### config.mk
export PLATFORM = sky130hd
export DESIGN_NAME = bridge_phase_seq
export DESIGN_NICKNAME = d
export VERILOG_FILES = /design/src/rtl/bsq_pkg.sv /design/src/rtl/bsq_phase_gen.sv /design/src/rtl/bsq_sampler.sv /design/src/rtl/bsq_bridge_drv.sv /design/src/rtl/bridge_phase_seq.sv
export SDC_FILE = /design/constraint.sdc
export NUM_CORES = 1
export LEC_CHECK = 0
export BUFFER_PORTS_ARGS = -buffer_cell sky130_fd_sc_hd__buf_2
export CELL_PAD_IN_SITES_DETAIL_PLACEMENT = 0
export CELL_PAD_IN_SITES_GLOBAL_PLACEMENT = 1
export CORE_UTILIZATION = 39
export CTS_CLUSTER_DIAMETER = 50
export CTS_CLUSTER_SIZE = 14
export DETAILED_ROUTE_END_ITERATION = 10
export PLACE_DENSITY_LB_ADDON = 0.1
export SLEW_MARGIN = 20
export SYNTH_ARGS = -nofsm -noshare
export SYNTH_HDL_FRONTEND = slang
export SYNTH_SLANG_ARGS = --single-unit
### constraint.sdc
create_clock -name clk -period 1.99 [get_ports clk]
set_input_delay 0.0995 -clock clk [delete_from_list [all_inputs] [get_ports clk]]
set_output_delay 0.0995 -clock clk [all_outputs]
set_load 0.02 [all_outputs]
### src/rtl/bsq_pkg.sv
package bsq_pkg;

  // Switch enables of one H-bridge: a,b high side; c,d low side.
  typedef struct packed {
    logic a;
    logic b;
    logic c;
    logic d;
  } bridge_sw_t;

  localparam bridge_sw_t SW_OFF = '0;

  // Code 1 closes the A-D path, code 0 closes the B-C path.
  function automatic bridge_sw_t enc_code(input logic code);
    bridge_sw_t s;
    s.a = code;
    s.b = !code;
    s.c = !code;
    s.d = code;
    return s;
  endfunction

endpackage

### src/rtl/bsq_phase_gen.sv
module bsq_phase_gen #(
  parameter int unsigned NCH  = 3,
  parameter int unsigned PH_W = 2
) (
  input  logic           clk,
  input  logic           rst,
  output logic [NCH-1:0] smp_stb,
  output logic [NCH-1:0] upd_stb
);
  localparam int unsigned NPH = 1 << PH_W;

  logic [PH_W-1:0] phase;

  always_ff @(posedge clk) begin
    if (rst) phase <= '0;
    else     phase <= phase + 1'b1;
  end

  // Sampling slot n is phase n; the falling edge after it sees phase n+1.
  for (genvar ch = 0; ch < NCH; ch++) begin : g_stb
    localparam int unsigned UPD_PH = (ch + 1) % NPH;
    assign smp_stb[ch] = (phase == PH_W'(ch));
    assign upd_stb[ch] = (phase == PH_W'(UPD_PH));
  end

  // the phase advances by exactly one per rising edge after reset
  a_r1_phase_step: assert property (@(posedge clk) disable iff (rst)
    !$past(rst) |-> phase == PH_W'($past(phase) + 1'b1));

endmodule

### src/rtl/bsq_sampler.sv
module bsq_sampler #(
  parameter int unsigned NCH = 3
) (
  input  logic           clk,
  input  logic           rst,
  input  logic           idle_en,
  input  logic [NCH-1:0] smp_stb,
  input  logic [NCH-1:0] din,
  output logic [NCH-1:0] code
);

  for (genvar ch = 0; ch < NCH; ch++) begin : g_ch
    always_ff @(posedge clk) begin
      if (rst)              code[ch] <= 1'b0;
      else if (smp_stb[ch]) code[ch] <= idle_en ? !code[ch] : din[ch];
    end

    // a stored code only moves in its own slot
    a_r2_hold_between_slots: assert property (@(posedge clk) disable iff (rst)
      !smp_stb[ch] |=> $stable(code[ch]));

    // idle sampling inverts the previous code
    a_r8_idle_alternates: assert property (@(posedge clk) disable iff (rst)
      (smp_stb[ch] && idle_en) |=> code[ch] != $past(code[ch]));
  end

endmodule

### src/rtl/bsq_bridge_drv.sv
module bsq_bridge_drv
  import bsq_pkg::*;
#(
  parameter int unsigned NCH = 3
) (
  input  logic           clk,
  input  logic           rst,
  input  logic [NCH-1:0] upd_stb,
  input  logic [NCH-1:0] code,
  output logic [NCH-1:0] hs_a,
  output logic [NCH-1:0] hs_b,
  output logic [NCH-1:0] ls_c,
  output logic [NCH-1:0] ls_d
);

  bridge_sw_t sw_q [NCH];

  for (genvar ch = 0; ch < NCH; ch++) begin : g_br
    always_ff @(negedge clk) begin
      if (rst)              sw_q[ch] <= SW_OFF;
      else if (upd_stb[ch]) sw_q[ch] <= enc_code(code[ch]);
    end
    assign hs_a[ch] = sw_q[ch].a;
    assign hs_b[ch] = sw_q[ch].b;
    assign ls_c[ch] = sw_q[ch].c;
    assign ls_d[ch] = sw_q[ch].d;
  end

  // ---- checking logic: edge snapshots of the enables ----
  bridge_sw_t pos_snap [NCH];
  bridge_sw_t neg_snap [NCH];
  logic       pos_vld, neg_vld;
  logic [NCH-1:0] neg_chg;

  always_ff @(posedge clk) begin
    if (rst) pos_vld <= 1'b0;
    else     pos_vld <= 1'b1;
  end

  always_ff @(negedge clk) begin
    if (rst) neg_vld <= 1'b0;
    else     neg_vld <= 1'b1;
  end

  for (genvar ch = 0; ch < NCH; ch++) begin : g_chk
    always_ff @(posedge clk) pos_snap[ch] <= sw_q[ch];
    always_ff @(negedge clk) neg_snap[ch] <= sw_q[ch];
    assign neg_chg[ch] = (sw_q[ch] != neg_snap[ch]);

    // two series switches, never a same-side short
    a_r6_legal_pair: assert property (@(posedge clk) disable iff (rst)
      (sw_q[ch] == SW_OFF) ||
      ($countones(sw_q[ch]) == 2 && !(sw_q[ch].a && sw_q[ch].c) &&
       !(sw_q[ch].b && sw_q[ch].d) && !(sw_q[ch].a && sw_q[ch].b)));

    // what held before a rising edge still holds before the next falling edge
    a_r3_rise_quiet: assert property (@(negedge clk) disable iff (rst)
      pos_vld |-> sw_q[ch] == pos_snap[ch]);
  end

  // the last falling edge moved at most one bridge
  a_r4_single_bridge: assert property (@(posedge clk) disable iff (rst)
    neg_vld |-> $countones(neg_chg) <= 1);

endmodule

### src/rtl/bridge_phase_seq.sv
module bridge_phase_seq #(
  parameter int unsigned NCH  = 3,
  parameter int unsigned PH_W = 2
) (
  input  logic           clk,
  input  logic           rst,
  input  logic           idle_en,
  input  logic [NCH-1:0] din,
  output logic [NCH-1:0] hs_a,
  output logic [NCH-1:0] hs_b,
  output logic [NCH-1:0] ls_c,
  output logic [NCH-1:0] ls_d
);

  logic [NCH-1:0] smp_stb;
  logic [NCH-1:0] upd_stb;
  logic [NCH-1:0] code;

  bsq_phase_gen #(.NCH(NCH), .PH_W(PH_W)) u_phase (
    .clk     (clk),
    .rst     (rst),
    .smp_stb (smp_stb),
    .upd_stb (upd_stb)
  );

  bsq_sampler #(.NCH(NCH)) u_smp (
    .clk     (clk),
    .rst     (rst),
    .idle_en (idle_en),
    .smp_stb (smp_stb),
    .din     (din),
    .code    (code)
  );

  bsq_bridge_drv #(.NCH(NCH)) u_drv (
    .clk     (clk),
    .rst     (rst),
    .upd_stb (upd_stb),
    .code    (code),
    .hs_a    (hs_a),
    .hs_b    (hs_b),
    .ls_c    (ls_c),
    .ls_d    (ls_d)
  );

endmodule

# Yosys cells after proc, flatten, opt, wreduce, memory -nomap -nowiden
# Memories as Yosys holds them, arrays and structs flattened.
# Cells that the tools add are included.
# classes
mux,17
n_addsub,1
n_reduce_logical,4
n_bitwise,3
n_eq_ne,3
# op_table
operator,count
2-to-1 mux 1 bit,14
2-to-1 mux 4 bit,3
"equality test 2 bit, second input constant",2
zero test 1 bit,3
bitwise OR 1 bit,3
"adder 2 x 1 -> 2 bit, second input constant",1
"equality test 2 x 1 -> 1 bit, second input constant",1
zero test 2 bit,1
# word_totals
memories,1
input_bits,6
ff_bits,5
wordCells,33
ramBits,12
# mem_list
name,depth,word_bits,read_ports,rd_clocked_by_memory_dff,wr,line_no,text
u_drv.sw_q,3,4,3,0,3,bsq_bridge_drv.sv:16,bridge_sw_t sw_q [NCH];

# Logic depth before layout (Yosys ltp)
# logic_depth
depth_word,5
ltp_mapped,4

# Cells and area by module
# Synthesis repeated with hierarchy kept, for this count alone.
# unflattened
hier_cells,49
area_unflattened_um2,565.5
# modules_own_cells
mod,area_each_um2,cells_each,instances,seq_area_each_um2
bsq_bridge_drv,296.5,22,1,180.2
bsq_sampler,146.4,15,1,60.1
bsq_phase_gen,122.6,12,1,40.0

==> out/summary.txt <==
first-pass GRT wire length -> 1.58 mm
Initial Utilization -> 0.437
RD Place Congestion -> 0.666
synthesis-stage register bit count -> 11
final WL -> 1.03 mm
most frequent cells in the layout -> 15 x buf_2, 6 x nand3b_1, 6 x inv_1, 6 x edfxtp_1, 5 x buf_4
Power Total -> 0.588 mW
RSZ-0062 raised after global routing -> true
final setup vio count -> 7
worst path required time -> 1.07 ns
Synth Net Count -> 62
post-synthesis sequential area ratio -> 0.476
fillers -> 127
max-capacitance violation count -> 0
clk_skew -> 0.0623 ns
nets -> 87
worst-path fanout max -> 5
via count of the first global-routing pass -> 386
worst slew pin tran -> 0.245 ns
maximum VDD drop -> 371 uV
core area -> 0.00135 sq mm
die footprint -> 0.00167 sq mm
clk buf depth -> 2
worst skew pair latency -> 0.33 ns
synth warn -> 0
Slew HR -> 0.837
setup ws final -> -0.0190 ns
outcome -> finished, violations left
depth of the worst register-to-register path -> 2
Area growth syn-to-layout -> 32.3%
Die H -> 40.9 um
violated checks -> negative setup slack
H-tree levels -> 1
Critical Path End Type -> flip-flop
via count -> 433
1st-iter DRT viols -> 4
hold path cells -> 3
antenna violations before repair -> 0
critical path class -> reg2reg
Ant. Diodes -> 0
clock sinks -> 11
# rows -> 13
Clk Tree Root Cell -> clkbuf_4
hold_buf cts -> 0
I/O Buffers -> 17
gr ovfl total -> 0
Residual DRC -> 0
CTS clk-pin slew, worst paths -> 0.08 ns
most common cell after layout, fill and taps aside -> buf_2
die width -> 40.9 um
Pwr Density -> 755 mW/mm^2
TritonCTS clock tree -> yes
HP Class -> in2reg
Max Slew Vio Count -> 0
Leak -> 0.362 nW
DP HPWL -> 808 um
total CTS buffers -> 3
routed vias/inst -> 4.87
endpoints failing hold -> 0
Post-DRT Antenna Nets -> 0
Top Ports -> 18
cells after synthesis -> 50
reg-to-reg slack, setup -> -0.02 ns
total track usage -> 0.155
dpl ws -> -0.0780 ns
DR WL/cell -> 11.6 um
Post-Syn Area per Cell -> 11.8 sq um
post-synth cell types -> 14
Pre-antenna DRT Iters -> 2
largest net degree at the start of global routing -> 15
Worst Setup Start Kind -> flip-flop
Worst EP arrival -> 1.09 ns
Cell Area, Synth -> 589 sq um
layout cells sized above 1 -> 0.568
-- path summary, 6_finish.rpt --
check,end,startpoint
max,u_drv.sw_q[2][2]$_SDFFCE_NN0P_,u_phase.phase[0]$_SDFF_PP0_
min,u_smp.code[2]$_SDFFE_PP0N_,din[2]
max reg2reg,u_drv.sw_q[2][2]$_SDFFCE_NN0P_,u_phase.phase[0]$_SDFF_PP0_
min reg2reg,u_phase.phase[0]$_SDFF_PP0_,u_phase.phase[0]$_SDFF_PP0_
-- cells in the mapped netlist --
master | n | area share
a31oi_1 | 3 | 0.032
and2b_2 | 1 | 0.015
and3b_2 | 3 | 0.051
buf_4 | 6 | 0.076
buf_6 | 1 | 0.019
dfxtp_1 | 5 | 0.17
edfxtp_1 | 6 | 0.31
ha_1 | 6 | 0.13
inv_1 | 3 | 0.019
nand2b_1 | 3 | 0.032
nand3b_1 | 6 | 0.076
nor2_1 | 1 | 0.0064
nor3b_1 | 3 | 0.038
or2_1 | 3 | 0.032
-- per-stage QoR --
stage	utilization	instance area (sq um)	setup TNS [ns]	hold slack, ns	cells
after floorplan	-	599	-0.142	0.274	50
after global placement	0.501	677	-0.342	0.400	79
after detailed placement	0.501	677	-0.548	0.402	79
after CTS	0.553	747	-0.0906	0.110	89
after global routing	0.577	779	-0.532	0.122	89
final	0.577	779	-0.0956	0.113	89
-- critical path, stage by stage (launching register included) --
cell     delay [ns]
dfxtp_4        0.37
ha_2           0.20
or2_4          0.26
-- final cells by class --
| class | count | area, sq um | area share |
|---|---|---|---|
| clock buffers | 3 | 22.5 | 0.0289 |
| inverters | 2 | 12.5 | 0.0161 |
| repair buffers | 22 | 135 | 0.173 |
| well taps | 15 | 18.8 | 0.0241 |
| multi-input cells | 29 | 277 | 0.355 |
| flip-flops and latches | 11 | 288 | 0.369 |
| clock inverters | 7 | 26.3 | 0.0337 |
-- repair_timing --
item,in CTS,in global routing
gates resized for setup,7,8
gates cloned,0,0
pin swaps,3,1
setup endpoints to repair,10,19
setup buffers,1,0
-- power by group --
part | total (mW) | internal [mW] | leakage, nW | switching, mW
combinational | 0.118 | 0.0582 | 0.209 | 0.0595
sequential | 0.278 | 0.261 | 0.106 | 0.0177
clock | 0.192 | 0.0881 | 0.0473 | 0.104
total | 0.588 | 0.407 | 0.362 | 0.181
-- metal layers --
metal,track usage,wire [um],vias up
met5,0,0,-
met4,0.100,6,0
met3,0.0326,48,2
met2,0.246,475,16
met1,0.187,499,197
li1,-,-,218
-- registers in the layout, summed over array words and instances (netlist names) --
| name | cells |
|---|---|
| u_drv.sw_q | 6 |
| u_smp.code | 3 |
| u_phase.phase | 2 |
-- kinds of logic after synthesis --
family                   count (synthesis)  share of synthesized area
adder cells (fa/ha/maj)                  6                      0.127
flip-flops                              11                      0.476
AND/OR/NAND/NOR                         20                      0.251
AO/OA/AOI/OAI                            3                     0.0319
buffers and inverters                   10                      0.115
(Power assumes the default switching activity.)
